==> src/rtl/adc_bus_pkg.sv <==
package adc_bus_pkg;
  typedef enum logic [1:0] {
    SEL_NONE = 2'd0,
    SEL_WIDE = 2'd1,
    SEL_HI   = 2'd2,
    SEL_LO   = 2'd3
  } out_sel_e;
endpackage

==> src/rtl/adc_cmd_decode.sv <==
module adc_cmd_decode (
  input  logic en,
  input  logic sel_n,
  input  logic rd_cvt,
  output logic start_req,
  output logic read_req
);
  logic active;
  always_comb begin
    active    = en && !sel_n;
    start_req = active && !rd_cvt;
    read_req  = active && rd_cvt;
  end
endmodule

==> src/rtl/adc_conv_seq.sv <==
module adc_conv_seq #(
  parameter int DATA_W    = 12,
  parameter int LOW_W     = 4,
  parameter int FULL_CYC  = 600,
  parameter int SHORT_CYC = 400
) (
  input  logic              clk,
  input  logic              rst,
  input  logic              start_req,
  input  logic              addr0,
  input  logic [DATA_W-1:0] eng_result,
  output logic              busy,
  output logic [DATA_W-1:0] result
);
  localparam int CNT_W = (FULL_CYC > 1) ? $clog2(FULL_CYC) : 1;
  localparam logic [CNT_W-1:0] FULL_LD  = CNT_W'(FULL_CYC - 1);
  localparam logic [CNT_W-1:0] SHORT_LD = CNT_W'(SHORT_CYC - 1);
  localparam logic [DATA_W-1:0] SHORT_MASK = {{(DATA_W-LOW_W){1'b1}}, {LOW_W{1'b0}}};

  logic [CNT_W-1:0] cnt;
  logic             short_q;

  always_ff @(posedge clk) begin
    if (rst) begin
      busy    <= 1'b0;
      cnt     <= '0;
      short_q <= 1'b0;
      result  <= '0;
    end else if (!busy) begin
      if (start_req) begin
        busy    <= 1'b1;
        short_q <= addr0;
        cnt     <= addr0 ? SHORT_LD : FULL_LD;
      end
    end else if (cnt == '0) begin
      busy   <= 1'b0;
      result <= short_q ? (eng_result & SHORT_MASK) : eng_result;
    end else begin
      cnt <= cnt - 1'b1;
    end
  end


  start_rise_chk: assert property (@(posedge clk) disable iff (rst)
    (start_req && !busy) |=> busy);

  busy_hold_chk: assert property (@(posedge clk) disable iff (rst)
    (busy && cnt != '0) |=> busy);

  cnt_range_chk: assert property (@(posedge clk) disable iff (rst)
    cnt <= FULL_LD);

  short_nibble_chk: assert property (@(posedge clk) disable iff (rst)
    ($fell(busy) && short_q) |-> (result[LOW_W-1:0] == '0));

  busy_ignore_chk: assert property (@(posedge clk) disable iff (rst)
    (busy && start_req) |=> $stable(short_q));
endmodule

==> src/rtl/adc_out_steer.sv <==
module adc_out_steer
  import adc_bus_pkg::*;
#(
  parameter int DATA_W = 12,
  parameter int BYTE_W = 8
) (
  input  logic              clk,
  input  logic              rst,
  input  logic              read_req,
  input  logic              wide,
  input  logic              addr0,
  input  logic [DATA_W-1:0] result,
  output logic [DATA_W-1:0] data_out,
  output logic [DATA_W-1:0] data_oe
);
  localparam int LOW_W = DATA_W - BYTE_W;
  localparam logic [DATA_W-1:0] BYTE_OE = {{BYTE_W{1'b1}}, {LOW_W{1'b0}}};

  out_sel_e sel_q, want, sel_d;
  logic [BYTE_W-1:0] hi_byte, lo_byte;

  always_comb begin
    hi_byte = result[DATA_W-1 -: BYTE_W];
    lo_byte = {result[LOW_W-1:0], {(BYTE_W-LOW_W){1'b0}}};
    if (!read_req)  want = SEL_NONE;
    else if (wide)  want = SEL_WIDE;
    else if (addr0) want = SEL_LO;
    else            want = SEL_HI;
    if (want == SEL_NONE || sel_q == SEL_NONE || sel_q == want) sel_d = want;
    else sel_d = SEL_NONE;
  end

  always_ff @(posedge clk) begin
    if (rst) begin
      sel_q    <= SEL_NONE;
      data_out <= '0;
      data_oe  <= '0;
    end else begin
      sel_q <= sel_d;
      case (sel_d)
        SEL_WIDE: begin data_out <= result;                    data_oe <= '1;      end
        SEL_HI:   begin data_out <= {hi_byte, {LOW_W{1'b0}}};  data_oe <= BYTE_OE; end
        SEL_LO:   begin data_out <= {lo_byte, {LOW_W{1'b0}}};  data_oe <= BYTE_OE; end
        default:  begin data_out <= '0;                        data_oe <= '0;      end
      endcase
    end
  end


  hi_to_lo_gap_chk: assert property (@(posedge clk) disable iff (rst)
    (sel_q == SEL_HI) |=> (sel_q != SEL_LO));

  lo_to_hi_gap_chk: assert property (@(posedge clk) disable iff (rst)
    (sel_q == SEL_LO) |=> (sel_q != SEL_HI));

  float_chk: assert property (@(posedge clk) disable iff (rst)
    !read_req |=> (data_oe == '0 && data_out == '0));
endmodule

==> src/rtl/adc_bus_ctrl.sv <==
module adc_bus_ctrl #(
  parameter int DATA_W    = 12,
  parameter int BYTE_W    = 8,
  parameter int FULL_CYC  = 600,
  parameter int SHORT_CYC = 400
) (
  input  logic              clk,
  input  logic              rst,
  input  logic              en,
  input  logic              sel_n,
  input  logic              rd_cvt,
  input  logic              addr0,
  input  logic              wide,
  input  logic [DATA_W-1:0] eng_result,
  output logic              busy,
  output logic [DATA_W-1:0] data_out,
  output logic [DATA_W-1:0] data_oe
);
  localparam int LOW_W = DATA_W - BYTE_W;

  logic start_req, read_req;
  logic [DATA_W-1:0] result;

  adc_cmd_decode i_dec (
    .en(en), .sel_n(sel_n), .rd_cvt(rd_cvt),
    .start_req(start_req), .read_req(read_req)
  );

  adc_conv_seq #(
    .DATA_W(DATA_W), .LOW_W(LOW_W), .FULL_CYC(FULL_CYC), .SHORT_CYC(SHORT_CYC)
  ) i_seq (
    .clk(clk), .rst(rst), .start_req(start_req), .addr0(addr0),
    .eng_result(eng_result), .busy(busy), .result(result)
  );

  adc_out_steer #(.DATA_W(DATA_W), .BYTE_W(BYTE_W)) i_steer (
    .clk(clk), .rst(rst), .read_req(read_req), .wide(wide), .addr0(addr0),
    .result(result), .data_out(data_out), .data_oe(data_oe)
  );


  reset_quiet_chk: assert property (@(posedge clk)
    $past(rst) |-> (!busy && data_oe == '0 && data_out == '0));
endmodule

==> config.mk <==
export PLATFORM = sky130hd
export DESIGN_NAME = adc_bus_ctrl
export DESIGN_NICKNAME = d
export VERILOG_FILES = /design/src/rtl/adc_bus_pkg.sv /design/src/rtl/adc_cmd_decode.sv /design/src/rtl/adc_conv_seq.sv /design/src/rtl/adc_out_steer.sv /design/src/rtl/adc_bus_ctrl.sv
export SDC_FILE = /design/constraint.sdc
export NUM_CORES = 1
export LEC_CHECK = 0
export ABC_CLOCK_PERIOD_IN_PS = 6420
export BUFFER_PORTS_ARGS = -buffer_cell sky130_fd_sc_hd__buf_4
export CORE_MARGIN = 2
export CORE_UTILIZATION = 56
export DETAILED_ROUTE_END_ITERATION = 6
export PLACE_DENSITY = 0.85
export SLEW_MARGIN = 40
export SYNTH_ARGS = -nofsm -noshare
export SYNTH_HDL_FRONTEND = slang
export SYNTH_SLANG_ARGS = --single-unit
==> constraint.sdc <==
create_clock -name clk -period 6.42 [get_ports clk]
set_clock_uncertainty 0.2 [all_clocks]
set_input_delay 1.284 -clock clk [delete_from_list [all_inputs] [get_ports clk]]
set_output_delay 1.284 -clock clk [all_outputs]
set_load 0.02 [all_outputs]
==> results of run 1 <==
final timing paths:
path | to | cells past startpoint | slack (ps) | start
hold reg to reg | i_steer.data_out[4] | 1 | 260 | i_seq.result[4]
setup / recovery | busy | 1 | 3670 | i_seq.busy
setup reg to reg | i_seq.result[2] | 7 | 3840 | i_seq.cnt[0]
hold / removal | i_steer.data_out[4] | 1 | 260 | i_seq.result[4]
through the flow:
step / utilization [%] / hold WS, ps / power [mW] / instances
after CTS: 70.0 / 273 / 0.526 / 256
final: 70.4 / 261 / 0.525 / 257
after floorplan: - / 230 / 0.330 / 189
after global routing: 70.4 / 294 / 0.548 / 257
after detailed placement: 67.0 / 251 / 0.353 / 248
after global placement: 67.0 / 234 / 0.350 / 248
synthesized netlist by cell type, types with 4 or more instances:
cell type	number	area [µm²]
and2_1	8	50.1
nand2_1	10	37.5
a21oi_1	14	70.1
mux2i_1	8	80.1
buf_4	10	75.1
nor2_1	23	86.3
inv_1	5	18.8
clkbuf_1	5	18.8
a211oi_1	5	37.5
or3b_2	4	35.0
a22oi_1	4	30.0
dfxtp_1	40	801
nor3_1	7	35.0
flip-flops by register name (all words and copies together), names as in the netlist:
signal and flops:
i_seq.short_q 1, i_seq.cnt 10, i_steer.sel_q 2, i_steer.data_oe 2, i_seq.result 12, i_steer.data_out 12
i_seq.busy 1
area by class of cell:
cell class	count	area share (%)
multi-input cells	127	39.4
flip-flops and latches	40	37.9
repair buffers	44	15.6
clock buffers	6	2.43
well taps	33	1.95
clock inverters	2	1.83
inverters	5	0.888
layer usage:
layer  GRT usage (%)  vias up  share of wire [%]
met1            21.4      678                 39
met5               0        -                  0
li1                -      728                  -
met3            3.90       13                7.0
met4            10.8        0                2.2
met2            38.0       66                 52
cell families after synthesis:
logic type / after synthesis / share of synthesized area (%)
AO/OA/AOI/OAI: 37 / 14.7
XOR/XNOR: 3 / 1.50
adder cells (fa/ha/maj): 1 / 0.715
buffers and inverters: 22 / 6.94
flip-flops: 40 / 45.8
multiplexers: 9 / 5.22
AND/OR/NAND/NOR: 77 / 25.1
layout by cell type, fill, tap and decap left out, types with 2 or more instances in the layout:
cell type,synthesis,routed
dfxtp_1,40,40
buf_4,10,44
or3_1,3,3
or3b_2,4,4
clkbuf_4,0,5
mux2i_1,8,8
a221oi_2,2,2
nor4b_2,2,3
o21ai_0,2,2
inv_1,5,5
xor2_1,2,2
nor3_1,7,7
and2_1,8,8
nand2_1,10,10
nor2b_1,3,3
a21oi_1,14,14
o31ai_1,2,2
nand3_1,2,2
a22oi_1,4,4
nand4_1,3,3
or2_2,3,3
nor2_1,23,23
a211oi_1,5,5
power by group:
part	switching, mW	total (mW)	leakage [nW]	internal (mW)
logic	0.0429	0.0810	0.548	0.0381
registers	0.0109	0.268	0.324	0.257
clock network	0.0829	0.176	0.0484	0.0933
==> Implementation_results.wiki, run 1 <==
{| class="wikitable"
! Metric !! Value
|-
| Post-synth EDFFs || 0
|-
| Number of hold buffers added after CTS || 0
|-
| Critical path type || register to output pin
|-
| Worst Hold Class || register to register
|-
| Primary FF master, synth || dfxtp_1
|-
| Mapped Cells || between 150 and 200
|-
| Yosys Warn Count || 0
|-
| Number of sinks driven by the clock tree || 40
|-
| RSZ-0062 raised after global routing || no
|-
| Worst-Skew Late Latency || ~350 ps
|-
| Outcome || complete, no violations
|-
| Core ar. || around 3000 µm²
|-
| Maximum number of pins on one net before global-route repair || 32
|-
| Delay of the slowest critical-path stage || roughly 700 ps
|-
| Area of combinational cells with multiple inputs || between 800 and 900 µm²
|-
| Avg Cell Area, Syn || slightly above 9 µm²
|-
| Synthesized net count || around 210
|-
| Fin crit share || between 40% and 50%
|-
| # IOs || 44
|-
| Worst slew margin relative to its limit || 46.7%
|-
| Sort of element at the start of the critical path || register
|-
| Number of buffers on the longest clock path || 2
|-
| CTS root buffer || clkbuf_4
|-
| Num CTS Buffers || 5
|-
| Library cell contributing the largest single delay on the critical path || dfxtp_1
|-
| Wire length of the first global-routing pass || ~5400 µm
|-
| Wire length reported by the detailed router || ~3500 µm
|-
| Via count of the first global-routing pass || approximately 1300
|-
| Total of endpoints with negative setup slack in the final report || 0
|-
| Initial Utilization || between 50% and 60%
|-
| Max frequency || around 360 MHz
|-
| Drt via density || ~5.8
|-
| Layout cells sized above 1 || 30.4%
|-
| GR Overflow Total || 0
|-
| Overall global routing resource usage || 20.5%
|-
| Max-cap viol count || 0
|-
| Type of destination of the critical path || output pin
|-
| Post-route cell area || roughly 2100 µm²
|-
| Smallest setup slack after layout || approximately 3700 ps
|-
| Async S/R FF share, synth || 0%
|-
| Nets || about 240
|-
| Total vias in the final route || 1485
|-
| Top delay family on crit path || flip-flops
|-
| Period minus WS final || 2750 ps
|-
| Gp weighted congestion || between 0.8 and 0.9
|-
| Number of storage elements in the synthesis netlist || 40
|-
| Worst setup slack after placement || between 3000 and 4000 ps
|-
| Total cell area at the placement stage || between 2000 and 2500 µm²
|-
| Sum of negative setup slack || 0 ps
|-
| Area used by sequential logic in the layout || around 800 µm²
|-
| Std-Cell Rows || 20
|-
| Worst Path Buf+Inv || 1
|-
| Static leakage || around 0.9 nW
|-
| Final Max Tran Viols || 0
|-
| Resized cells post-CTS || 0
|-
| Initial antenna violation count || 0
|-
| Detailed router's first-iteration violation count || a little under 50
|-
| # port buffers || 43
|-
| DPL Wire Length || 2540 µm
|-
| ANT nets after route || 0
|-
| Fillcell total || about 230
|-
| Area of the mapped netlist || ~1700 µm²
|-
| Clk slew on worst S/H paths || about 120 ps
|-
| Antenna cells || 0
|-
| Share of synthesized area occupied by flip-flops and latches || between 40% and 50%
|-
| Drt wl/cell || ~14 µm
|-
| DRT Pass-1 Iters || 4
|-
| Arrival time of the worst setup path || between 1000 and 1500 ps
|-
| Final Hold Violating Endpoints || 0
|-
| Crit-path cells || buf_4
|-
| Post-synth cell types || 45
|-
| Slew at the pin closest to its max-slew limit || 798 ps
|-
| Die Area || 3590 µm²
|-
| Y dimension of the die || 59.9 µm
|-
| Max Fanout on Critical Path || 16
|-
| Power density cells || about 250 nW/µm²
|-
| Post-CTS Repair Setup Buffers || 0
|-
| P&R area growth vs syn || 20.9%
|-
| Peak supply drop || ~0.15 mV
|-
| Req. time, crit path || ~4900 ps
|-
| Number of DRC violations after detailed routing || 0
|-
| Clock tree from TritonCTS || done
|-
| H-tree levels || 2
|-
| Horizontal extent of the die || between 50 and 60 µm
|}
Power figures use the tool's default switching activity.
==> inputs of run 2 (changes only) <==
--- a/config.mk
+++ b/config.mk
@@ -5,12 +5,12 @@
 export SDC_FILE = /design/constraint.sdc
 export NUM_CORES = 1
 export LEC_CHECK = 0
-export ABC_CLOCK_PERIOD_IN_PS = 6420
+export ABC_CLOCK_PERIOD_IN_PS = 2700
 export BUFFER_PORTS_ARGS = -buffer_cell sky130_fd_sc_hd__buf_4
 export CORE_MARGIN = 2
-export CORE_UTILIZATION = 56
+export CORE_UTILIZATION = 52
 export DETAILED_ROUTE_END_ITERATION = 6
-export PLACE_DENSITY = 0.85
+export PLACE_DENSITY = 0.8
 export SLEW_MARGIN = 40
 export SYNTH_ARGS = -nofsm -noshare
 export SYNTH_HDL_FRONTEND = slang
==> constraint.sdc (replaced) <==
create_clock -name clk -period 2.7 [get_ports clk]
set_clock_uncertainty 0.2 [all_clocks]
set_input_delay 0.54 -clock clk [delete_from_list [all_inputs] [get_ports clk]]
set_output_delay 0.54 -clock clk [all_outputs]
set_load 0.02 [all_outputs]
==> run 2 against run 1 <==
- clock power grew 140%
- global-route usage shrank 1.0 points
- cell count grew 6.6%
- hold slack lost 73 ps
- count of clock-buffer cells in the layout is the same
- first-iteration DRC count grew 16%
- combinational power grew 140%
- cell area grew 1.9%
- critical path depth grew 5
- via count shrank 1.7%
- sequential share of layout area shrank 0.70 points
- critical path type is now register to register
- highest routed layer unchanged
==> Implementation_results.wiki, run 2 (synthesis results as in run 1) <==
{| class="wikitable"
! Metric !! Value
|-
| Critical path type || register to register
|-
| Maximum number of pins on one net before global-route repair || 32 (unchanged)
|-
| Total of endpoints with negative setup slack in the final report || 0 (unchanged)
|-
| GR Overflow Total || 0 (unchanged)
|-
| Number of sinks driven by the clock tree || 40 (unchanged)
|-
| Number of buffers on the longest clock path || 2 (unchanged)
|-
| Arrival time of the worst setup path || 2500 ps (+1230 ps)
|-
| Delay of the slowest critical-path stage || 490 ps (-190 ps)
|-
| Sort of element at the start of the critical path || register
|-
| Worst setup slack after placement || 301 ps (-3100 ps)
|-
| Period minus WS final || 2440 ps
|-
| Sw Ratio || 26.1% (+0.052 points)
|-
| Initial Utilization || 53.3% (-5.0 points)
|-
| P&R area growth vs syn || 23.2%
|-
| Final Hold Violating Endpoints || 0 (unchanged)
|-
| Y dimension of the die || 62 µm (+3.5%)
|-
| Sum of negative setup slack || 0 ps (unchanged)
|-
| Worst slew margin relative to its limit || 68.6% (+22 points)
|-
| Number of hold buffers added after CTS || 0 (unchanged)
|-
| Part of the power in the clock network || 33.6% (about the same)
|-
| # port buffers || 43 (unchanged)
|-
| Outcome || complete, no violations
|-
| Drt wl/cell || 12.5 µm (-7.8%)
|-
| Leading cell type in the layout, fill and taps excluded || buf_4
|-
| RSZ-0062 raised after global routing || no
|-
| Area used by sequential logic in the layout || 801 µm² (unchanged)
|-
| Routed wl met2 || 1620 µm (-11%)
|-
| Initial antenna violation count || 0 (unchanged)
|-
| Detailed router's first-iteration violation count || 57 (+16%)
|-
| Total routed wire length on the met1 layer || 1500 µm (+10%)
|-
| Net switching power of the design || 0.327 mW (+140%)
|-
| Resized cells post-CTS || 0 (unchanged)
|-
| DPL Wire Length || 2480 µm (-2.4%)
|-
| Number of DRC violations after detailed routing || 0 (unchanged)
|-
| Antenna cells || 0 (unchanged)
|-
| Logic gate share of total power || 15.7% (+0.3 points)
|-
| Peak supply drop || 0.388 mV (+160%)
|-
| Most frequent cells in the layout || buf_4 (48), dfxtp_1 (40), nor2_1 (23)
|-
| Registers with the most flip-flops || i_seq.result: 12 flops, i_steer.data_out: 12 flops, i_seq.cnt: 10 flops
|-
| Wire length of the first global-routing pass || 5440 µm (+0.26%)
|-
| Num CTS Buffers || 5 (unchanged)
|-
| Horizontal extent of the die || 62 µm (+3.5%)
|-
| Library cell contributing the largest single delay on the critical path || or4b_4
|-
| Top delay family on crit path || simple AND/OR/NAND/NOR gates
|-
| Sequential power share || 50.8% (-0.2 points)
|-
| Slew at the pin closest to its max-slew limit || 467 ps (-330 ps)
|-
| Fillcell total || 281 (+23%)
|-
| H-tree levels || 2 (unchanged)
|-
| Worst Hold Class || primary input to register
|-
| Power density cells || 582 nW/µm² (+130%)
|-
| Max Fanout on Critical Path || 13 (-3)
|-
| Post-CTS Repair Setup Buffers || 0 (unchanged)
|-
| Detailed route wirelength on metal3 || 259 µm (+6.1%)
|-
| Via count of the first global-routing pass || 1250 (-2.6%)
|-
| Req. time, crit path || 2770 ps (-2170 ps)
|-
| Type of destination of the critical path || register
|-
| Max-cap viol count || 0 (unchanged)
|-
| Fin crit share || between 90% and 100%
|-
| Static leakage || 0.939 nW (+2.1%)
|-
| Clock tree from TritonCTS || done
|-
| Crit-path cells || inv_1 > ha_1 > or4b_4 > o31a_1 > or2_4 > a221oi_2
|-
| Die Area || 3840 µm² (+7.2%)
|-
| Core ar. || 3280 µm² (+9.4%)
|-
| Std-Cell Rows || 21 (+5.0%)
|-
| Layout cells sized above 1 || 31.1% (+0.78 points)
|-
| Nets || 247 (+1.6%)
|-
| CTS root buffer || clkbuf_4
|-
| Gp weighted congestion || 0.825 (-4.4%)
|-
| Drt via density || 5.33 (-7.8%)
|-
| Final Max Tran Viols || 0 (unchanged)
|-
| Area of combinational cells with multiple inputs || 827 µm² (-0.75%)
|-
| Internal power || 0.927 mW (+140%)
|-
| Worst Path Buf+Inv || 1 (unchanged)
|-
| Overall global routing resource usage || 19.4% (-1.0 points)
|-
| Worst-Skew Late Latency || 350 ps (about the same)
|-
| Highest metal layer used by the detailed router || met4
|-
| Smallest setup slack after layout || 263 ps (-3410 ps)
|-
| Wire length reported by the detailed router || 3440 µm (-1.7%)
|-
| Worst-case register-to-register setup slack || 260 ps (-3580 ps)
|-
| Total vias in the final route || 1460 (-1.7%)
|-
| # IOs || 44 (unchanged)
|-
| Max frequency || between 400 and 500 MHz
|-
| Clk slew on worst S/H paths || 120 ps (about the same)
|-
| DRT Pass-1 Iters || 4 (unchanged)
|-
| ANT nets after route || 0 (unchanged)
|}
==> run 2: cell types whose count changed in the layout (fill, tap and decap cells not counted), sizes merged <==
cell	previous run	this run
buf	44	48
==> run 2: final timing paths <==
kind,from,to,depth (start not counted)
worst min register to register,i_seq.result[5],i_steer.data_out[5],1
worst min-delay path,wide,i_steer.sel_q[1],2
worst max-delay path,i_seq.cnt[0],i_seq.cnt[3],6
worst max register to register,i_seq.cnt[0],i_seq.cnt[3],6
==> run 2: power groups by stage <==
stage	sequential, mW	clock (mW)	combinational, mW
4_1_cts	0.636	0.426	0.196
3_5_place_dp	0.649	0	0.194
5_1_grt	0.641	0.453	0.217
2_1_floorplan	0.644	0	0.141
6_report	0.636	0.421	0.197
3_3_place_gp	0.648	0	0.190
==> run 2: final cells by class <==
| type | count | share of cell area [%] |
|---|---|---|
| tap | 46 | 2.67 |
| multi-input combinational | 127 | 38.4 |
| clock inverter | 2 | 1.80 |
| timing repair buffer | 48 | 16.7 |
| inverter | 5 | 0.871 |
| sequential | 40 | 37.2 |
| clock buffer | 6 | 2.38 |
==> run 2: stage by stage <==
stage	utilization (%)	cells	cell area (µm²)	power, mW	hold slack, ps
floorplan	-	189	1750	0.785	230
global placement	62.9	266	2060	0.839	237
detailed placement	62.9	266	2060	0.843	239
CTS	65.6	274	2150	1.26	182
global route	65.6	274	2150	1.31	184
finish	65.6	274	2150	1.25	188
==> run 2: metal layers <==
| metal | vias to the layer above | GRT usage [%] |
|---|---|---|
| li1 | 732 | - |
| met1 | 671 | 24.7 |
| met2 | 49 | 29.2 |
| met3 | 8 | 7.66 |
| met4 | 0 | 8.51 |
| met5 | - | 0 |
